--- config.mk ---
export PLATFORM = sky130hd
export DESIGN_NAME = ldma_regfile
export DESIGN_NICKNAME = d
export VERILOG_FILES = /design/src/rtl/ldma_regfile.sv
export SDC_FILE = /design/constraint.sdc
export NUM_CORES = 1
export LEC_CHECK = 0
export BUFFER_PORTS_ARGS = -buffer_cell sky130_fd_sc_hd__buf_2
export CORE_ASPECT_RATIO = 1.5
export CORE_MARGIN = 3
export CORE_UTILIZATION = 52
export DETAILED_ROUTE_END_ITERATION = 8
export PLACE_DENSITY = 0.75
export SYNTH_ARGS = -nofsm -noshare
export SYNTH_HDL_FRONTEND = slang
export SYNTH_SLANG_ARGS = --single-unit
export TNS_END_PERCENT = 30
--- constraint.sdc ---
create_clock -name clk -period 5 [get_ports clk]
set_clock_uncertainty 0.05 [all_clocks]
set_input_delay 0.75 -clock clk [delete_from_list [all_inputs] [get_ports clk]]
set_output_delay 0.75 -clock clk [all_outputs]
set_load 0.05 [all_outputs]
--- src/rtl/ldma_regfile.sv ---
module ldma_regfile #(
  parameter int NCH = 4
) (
  input  logic             clk,
  input  logic             rst_n,
  input  logic [3:0]       io_addr,
  input  logic [7:0]       io_wdata,
  input  logic             io_wr,
  input  logic             io_rd,
  output logic [7:0]       io_rdata,
  input  logic [NCH-1:0]   tc_in,
  input  logic [NCH-1:0]   dreq_in,
  output logic [NCH-1:0]   ch_mask,
  output logic [6*NCH-1:0] ch_mode,
  output logic [16*NCH-1:0] ch_addr,
  output logic [16*NCH-1:0] ch_count,
  output logic [7:0]       cmd_out
);
  localparam logic [3:0] OFS_CMD  = 4'h8;
  localparam logic [3:0] OFS_MSK1 = 4'hA;
  localparam logic [3:0] OFS_MODE = 4'hB;
  localparam logic [3:0] OFS_PTR  = 4'hC;
  localparam logic [3:0] OFS_MCLR = 4'hD;
  localparam logic [3:0] OFS_MCLA = 4'hE;
  localparam logic [3:0] OFS_MALL = 4'hF;

  logic [15:0]    addr_q [NCH];
  logic [15:0]    cnt_q  [NCH];
  logic [5:0]     mode_q [NCH];
  logic [NCH-1:0] mask_q, tc_q;
  logic [7:0]     cmd_q;
  logic           ff_q;

  wire       rd      = io_rd & ~io_wr;
  wire       ch_port = ~io_addr[3];
  wire [1:0] sel     = io_addr[2:1];
  wire       ch_acc  = ch_port & (io_wr | rd);
  wire       mclr    = io_wr & (io_addr == OFS_MCLR);
  wire       clr_ptr = (io_wr & (io_addr == OFS_PTR)) | mclr;
  wire       st_rd   = rd & (io_addr == OFS_CMD);
  wire [15:0] rsel   = io_addr[0] ? cnt_q[sel] : addr_q[sel];

  always_ff @(posedge clk or negedge rst_n) begin
    if (!rst_n) begin
      for (int i = 0; i < NCH; i++) begin
        addr_q[i] <= '0;
        cnt_q[i]  <= '0;
        mode_q[i] <= '0;
      end
      mask_q <= '1;
      tc_q   <= '0;
      cmd_q  <= '0;
      ff_q   <= 1'b0;
    end else begin
      if (clr_ptr)     ff_q <= 1'b0;
      else if (ch_acc) ff_q <= ~ff_q;

      if (io_wr && ch_port) begin
        if (io_addr[0]) begin
          if (ff_q) cnt_q[sel][15:8] <= io_wdata;
          else      cnt_q[sel][7:0]  <= io_wdata;
        end else begin
          if (ff_q) addr_q[sel][15:8] <= io_wdata;
          else      addr_q[sel][7:0]  <= io_wdata;
        end
      end

      if (io_wr) begin
        case (io_addr)
          OFS_CMD:  cmd_q <= io_wdata;
          OFS_MSK1: mask_q[io_wdata[1:0]] <= io_wdata[2];
          OFS_MODE: mode_q[io_wdata[1:0]] <= io_wdata[7:2];
          OFS_MCLR: begin mask_q <= '1; cmd_q <= '0; end
          OFS_MCLA: mask_q <= '0;
          OFS_MALL: mask_q <= io_wdata[NCH-1:0];
          default: ;
        endcase
      end

      tc_q <= mclr ? '0 : ((st_rd ? '0 : tc_q) | tc_in);
    end
  end

  always_comb begin
    if (ch_port)                 io_rdata = ff_q ? rsel[15:8] : rsel[7:0];
    else if (io_addr == OFS_CMD) io_rdata = {dreq_in, tc_q};
    else                         io_rdata = 8'h00;
  end

  for (genvar g = 0; g < NCH; g++) begin : g_out
    assign ch_addr[16*g +: 16] = addr_q[g];
    assign ch_count[16*g +: 16] = cnt_q[g];
    assign ch_mode[6*g +: 6]   = mode_q[g];
  end

  assign ch_mask = mask_q;
  assign cmd_out = cmd_q;
endmodule

# Word level (Yosys, flattened, before mapping)
# Cells that the tools add are included.
# Widths: inputs -> output; s select.
# totals
ramBits,0
latch_bits,0
word_cells,87
output_inout_bits,172
in_bits,24
regBits,169
n_memories,0
romBits,0
# classes
magnitude_cmp,6
shifts,0
n_reduce_logical,12
mux,32
multipliers,0
n_addsub,0
eq_ne,7
div,0
bitwise,14
# ops
operator,n
$bwmux 64,4
$mux 64,2
$mux 16,6
$bmux 16 s2,2
$demux 16 s2,2
$mux 8,4
$eq 4x4->1 const B,7
$bwmux 24,1
$pmux 4 s4,1
$pmux 8 s2,1
$demux 6 s2,1
$reduce_and 2->1,5
$mux 4,2
$ge 3x3->1 const B,2
$lt 3x1->1 const B,2
$mux 6,1
$not 2->3,2
$and 1x1->1,5
$bwmux 4,1
$logic_and 1x1->1,4
$not 1->1,4
$or 4x4->4,1
$reduce_bool 2->1,2
$reduce_bool 4->1,1
other kinds (5),8

# Longest topological paths before layout
# Gate-level depths: netlist (run 1).
# depth
word_depth,7
mapped_depth,7
ltp_nobuf,4

# Worst setup path after synthesis (run 1)
# Ideal clock, no wire load.
# synth_path
path_kind,input port to output port
start,input io_addr[2]
end,output io_rdata[7]
path_buffers,2
arrival_ps,3276
setup_slack_ps,924
t_required_ps,4200
path_stages,5
path_cell_list,buf_4 -> buf_2 -> mux4_2 -> mux2i_1 -> o311ai_0
# synth_via
elab_chain_len,7
word_cells_on_any_way,12
cone_classes,eq/ne (1); mux (10); bitwise (1)
# synth_lines
item,line,source
"start, declared",6,"input logic [3:0] io_addr,"
$not 2->3 (not written as such),41,wire [15:0] rsel = io_addr[0] ? cnt_q[sel] : addr_q[sel];
$bmux 16 s2,41,
$mux 16 (not written as such) (2 in series),41,
$mux 16,41,
$mux 8,85,if (ch_port) io_rdata = ff_q ? rsel[15:8] : rsel[7:0];
$mux 8 (*),85,
"end, declared",10,"output logic [7:0] io_rdata,"
# Every way passes the cells marked *; elsewhere a longest branch is shown, timed or not. The select of a mux whose other input is x is not followed.

# Final worst setup path (run 1)
# layout_path
start,input io_addr[1]
end,output io_rdata[7]
# The elaborated chain is that of the path after synthesis.

==> results of run 1 <==
[power by group through the flow]
stage,clock (mW),sequential [mW],combinational [mW]
final,1.44,1.95,2.11
after global routing,1.52,1.98,2.19
after CTS,1.46,1.94,2.12
after detailed placement,0,1.96,2.11
after global placement,0,1.95,2.08
after floorplan,0,2.97,0.525
[per-layer routing]
layer	vias up	wire, um	GRT usage [%]
met5	-	0	0
met4	0	671	11.67
met3	39	1496	6.460
met2	247	11480	46.50
met1	2852	8661	34.88
li1	2381	-	-
[placed cells by master, fill, tap and decap left out, types with 2 or more instances in the layout]
cell type and instances:
nand3_1 3, bufinv_16 5, mux2_1 2, clkinv_2 3
a221oi_1 2, o221ai_1 4, nor2b_1 10, buf_4 4
mux2_2 160, nor4b_2 2, inv_6 3, a21o_1 2
o22ai_1 3, or2_2 3, a22oi_1 5, a21oi_1 12
dfstp_2 4, dfrtp_1 165, nor2_2 2, nand2_1 25
mux2i_1 22, inv_1 3, nor3b_4 2, nand2b_1 6
mux4_2 19, a22o_1 8, nor2_1 12, buf_2 194
o221a_2 2, clkbuf_16 17, o21ai_0 14
[worst max-delay path: stages]
cell	delay, ns
buf_2	0.79
mux4_2	0.38
mux2i_1	0.12
o311ai_0	0.60
buf_2	0.38
[cells by family after synthesis]
logic type,after synthesis,share of synthesized area [%]
AOI/OAI and AO/OA,57,5.000
and+or+nand+nor,76,6.142
buffers and inverters,45,2.685
muxes,203,31.77
DFF,169,54.41
[stage by stage]
step,setup slack (ns),instances
detailed placement,1.229,903
global placement,1.216,903
finish,1.147,935
global route,1.028,935
floorplan,0.9236,550
CTS,1.213,935
[path summary, 6_finish.rpt]
path / startpoint / endpoint
max: io_addr[1] / io_rdata[7]
min: rst_n / ch_mode[20]
max reg2reg: ff_q / ch_addr[60]
min reg2reg: cmd_out[1] / cmd_out[1]
max in group asynchronous: rst_n / ch_count[27]
min in group clk: cmd_out[1] / cmd_out[1]
[flip-flops by register name (all words and copies together) (netlist names)]
| name | cells |
|---|---|
| ch_addr | 64 |
| ch_mode | 24 |
| ff_q | 1 |
| tc_q | 4 |
| cmd_out | 8 |
| ch_mask | 4 |
| ch_count | 64 |
[area by class of cell]
type	count	area share, %
Sequential cell	169	44.61
Multi-Input combinational cell	336	35.19
Timing Repair Buffer	199	10.67
Clock buffer	18	4.522
Tap cell	196	2.584
Clock inverter	14	2.307
Inverter	3	0.1187
==> flow_summary.yaml, run 1 <==
floorplan:
  io_pins: 196
  start_util_pct: 53.33
  die_area_um2: 16500
  design.core.area_um2: 14590
  die_y_um: 155.8
  num_rows: 54
  fp.dieW_um: 105.9
routing:
  drtAntennaViolNets: 0
  vias: 5519
  drcViolationCount: 0
  wl_per_cell_um: 23.86
  wl_mm: 22.31
  firstDrtPassIters: 5
  vias_per_cell: 5.903
  drt_iter0_drc: 401
synthesis:
  ys_seq_area_share_pct: 54.41
  netlist_top_cells_count: "165 x dfrtp_1, 160 x mux2_2, 25 x nand2_1, 22 x mux2i_1"
  synth_edf_count: 0
  synth_nets: 574
  ys.flop_type: "dfrtp_1"
  synth.top_cell.area_share_pct: 53.05
  synth_area_leaders: "dfrtp_1 53%, mux2_2 23%, mux4_2 5.5%"
  ys_types: 45
  yosys.area.top_type: "dfrtp_1"
  yosysMostFrequentCell: "dfrtp_1"
  yosys_warnings: 0
  syn_inst: 550
  syn_avg_cell_area_um2: 14.15
  synth_seq_cells: 169
  synthArstFlopShare_pct: 100.0
  syn-cell-area_um2: 7782
pwr:
  p_per_area_nw_per_um2: 579.5
  pwr-share-clk_pct: 26.2
  sw_frac_of_total_pct: 42.84
  p_comb_share_pct: 38.4
  power.total_mw: 5.500
  seqPwrFrac_pct: 35.4
  p_switching_mw: 2.356
  power_leakage_nw: 4.714
  max-vdd-ir-drop_v: 0.0002747
  internal-power_mw: 3.144
cells_and_area:
  design_area_um2: 9490
  nNetsFinal: 750
  multi_input_area_um2: 3339
  nFillCells: 1156
  final-seq-area_um2: 4234
  drive_gt1_share_pct: 57.78
  area_growth_pct: 21.95
  fin_util_pct: 65.03
  num_antenna_cells: 0
sta:
  tightest_slew_ns: 1.069
  setup_tns_ns: 0
  slew_violations: 0
  final-hold-violation-count: 0
  setup_viol: 0
  timing.final.crit_share_pct: 77.05
  hold_ws_ns: 0.2370
  rsz0062_at_grt: "false"
  period_minus_slack_ns: 3.853
  slew_headroom_pct: 28.76
  fmax_ghz: 0.2596
global_route:
  grt_pass1_vias: 5798
  grt_pass1_wl_mm: 34.56
  grt-ovfl-total: 0
  track_usage_pct: 27.78
  antenna_found_initial: 0
  grt_max_degree: 65
worst_setup_path:
  worst_setup_path_start_kind: "primary input"
  worstSetupPathType: "primary input to output pin"
  reg2reg_depth: 4
  worst_ep_arrival_time_ns: 3.05
  end_kind: "output pin"
  worstPathRequired_ns: 4.20
  r2r_slack_ns: 2.55
  crit_fanout: 40
run_status:
  status: "finished clean"
run:
  max-cap-violations: 0
placed_design:
  placed_cell_area_um2: 8842
  dpl.hpwl_mm: 15.71
  numPortBuffers: 195
  place.gp.congestion: 0.8652
clock_tree:
  clockBufferDepth: 2
  clk_latency_ns: 0.42
  cts_tree: "built"
  cts_resized: 0
  clkTransAtPathRegs_ns: 0.07
  cts_buffers: 17
  postCtsSetupBuffers: 0
  cts_hold_buf: 0
  cts_sinks: 169
  htreeDepth: 4
  cts_root_buffer: "clkbuf_16"
hold_path:
  hold_class: "primary input to async pin"
Power figures use the tool's default switching activity.
==> run 2, diff against run 1 <==
--- a/config.mk
+++ b/config.mk
@@ -8,9 +8,9 @@
 export BUFFER_PORTS_ARGS = -buffer_cell sky130_fd_sc_hd__buf_2
 export CORE_ASPECT_RATIO = 1.5
 export CORE_MARGIN = 3
-export CORE_UTILIZATION = 52
+export CORE_UTILIZATION = 48
 export DETAILED_ROUTE_END_ITERATION = 8
-export PLACE_DENSITY = 0.75
+export PLACE_DENSITY = 0.73
 export SYNTH_ARGS = -nofsm -noshare
 export SYNTH_HDL_FRONTEND = slang
 export SYNTH_SLANG_ARGS = --single-unit
==> constraint.sdc (replaced) <==
create_clock -name clk -period 3.5 [get_ports clk]
set_clock_uncertainty 0.05 [all_clocks]
set_input_delay 0.525 -clock clk [delete_from_list [all_inputs] [get_ports clk]]
set_output_delay 0.525 -clock clk [all_outputs]
set_load 0.05 [all_outputs]
==> run 2 against run 1 <==
Net effect: count of clock-buffer cells in the layout fell by 1; worst setup slack got worse by 0.83 ns; largest cell class unchanged; critical path type unchanged; hold slack got worse by 0.043 ns.
==> flow_summary.yaml, run 2 (synthesis results as in run 1) <==
run_status:
  status: "finished clean"
worst_setup_path:
  end_kind: "output pin"
  slowest_stage: "buf_2"
  cp_num_buf_inv: 3
  worst-path-stages: 6
  reg2reg_from: "ff_q"
  worst_setup_path_start_kind: "primary input"
  cp-endpoint: "io_rdata[6]"
  worst_ep_arrival_time_ns: 2.61
  cpLargestDelayFamily: "buffers and inverters"
  worstSetupPathType: "primary input to output pin"
  crit_top_cell: "buf_2"
  crit_path_max_incr_delay_ns: 0.62
  r2r_slack_ns: 1.27
  crit_fanout: 29
  crit_chain: "buf_2 -> buf_4 -> mux4_2 -> o2111ai_1 -> o211ai_1 -> buf_2"
  worstPathRequired_ns: 2.92
  worstReg2RegEnd: "ch_addr[58]"
  reg2reg_depth: 5
  startpoint: "io_addr[1]"
sta:
  slew_violations: 0
  rsz0062_at_grt: "false"
  tightest_slew_ns: 1.054
  period_minus_slack_ns: 3.181
  final-hold-violation-count: 0
  slew_headroom_pct: 29.73
  setup_tns_ns: 0
  setup_viol: 0
  timing.final.crit_share_pct: 90.90
  fmax_ghz: 0.3143
  hold_ws_ns: 0.1938
routing:
  vias: 5558
  vias_per_cell: 5.851
  firstDrtPassIters: 7
  drtAntennaViolNets: 0
  drcViolationCount: 0
  wl_per_cell_um: 24.07
  drt_iter0_drc: 370
  wl_mm: 22.86
cells_and_area:
  nNetsFinal: 758
  area_growth_pct: 22.23
  num_antenna_cells: 0
  final_common_cell: "buf_2"
  nFillCells: 1279
  final_cell_mix: "194 x buf_2, 165 x dfrtp_1, 160 x mux2_2"
  drive_gt1_share_pct: 58.37
clock_tree:
  cts_hold_buf: 0
  cts_resized: 0
  htreeDepth: 4
  clk_latency_ns: 0.42
  cts_buffers: 17
  postCtsSetupBuffers: 0
  clkTransAtPathRegs_ns: 0.07
  cts_root_buffer: "clkbuf_16"
  clockBufferDepth: 2
  cts_sinks: 169
  cts_tree: "built"
global_route:
  grt-ovfl-total: 0
  track_usage_pct: 26.68
  antenna_found_initial: 0
  grt_max_degree: 117
  grt_pass1_vias: 5932
  grt_pass1_wl_mm: 35.09
floorplan:
  io_pins: 196
  die_y_um: 162.0
  die_area_um2: 17810
  start_util_pct: 49.37
  num_rows: 56
  fp.dieW_um: 110.0
  design.core.area_um2: 15770
pwr:
  power_leakage_nw: 4.735
  p_per_area_nw_per_um2: 809.0
  max-vdd-ir-drop_v: 0.0003801
placed_design:
  dpl.hpwl_mm: 16.40
  numPortBuffers: 195
  place.gp.congestion: 0.9246
run:
  max-cap-violations: 0
hold_path:
  hold_class: "primary input to async pin"
## run 2: per-stage QoR
step                      cells  power [mW]  cell area [um2]  setup slack, ns  utilization (%)
after floorplan             550       4.988             7782           0.4082                -
after detailed placement    918       5.846             8924           0.3070            56.60
after global routing        950       7.988             9513           0.2137            60.34
after global placement      918       5.786             8924           0.3532            56.60
after CTS                   950       7.752             9513           0.3064            60.34
final                       950       7.696             9513           0.3185            60.34
## run 2: routing by layer
layer	GRT usage, %	up-vias	wire length [um]	share of wire (%)
met1	33.15	2852	8517	37
met2	43.67	258	11780	52
met3	6.322	47	1679	7.3
li1	-	2401	-	-
met4	12.25	0	884	3.9
met5	0	-	0	0
## run 2: cell type report
class                   count  area [um2]  area share [%]
inverters                   3       11.26          0.1184
well taps                 203       254.0           2.670
multi-input cells         336        3339           35.10
repair buffers            207        1085           11.40
clock buffers              17       425.4           4.472
flip-flops and latches    169        4234           44.51
clock inverters            15       163.9           1.723
## run 2: how the worst min path moves through the flow
stage | startpoint | end | slack [ns]
3_5_place_dp | cmd_out[4] | cmd_out[4] | 0.44
6_report | rst_n | ch_mode[19] | 0.19
5_1_grt | rst_n | ch_mode[23] | 0.27
4_1_cts | rst_n | ch_mode[20] | 0.24
2_1_floorplan | rst_n | ch_addr[0] | 0.18
3_3_place_gp | cmd_out[2] | cmd_out[2] | 0.43
## run 2: worst register-to-register path, stage by stage (launching register included)
cell and delay, ns:
dfrtp_1 0.56, inv_1 0.14, nor4b_2 0.40, nor2b_1 0.38
buf_4 0.24, mux2_2 0.34
## run 2: power by group
part           total, mW  leakage [nW]  internal, mW  switching, mW
logic               3.03          2.29         0.818           2.21
registers           2.77          2.15          2.40          0.370
clock network       1.89         0.291          1.07          0.823
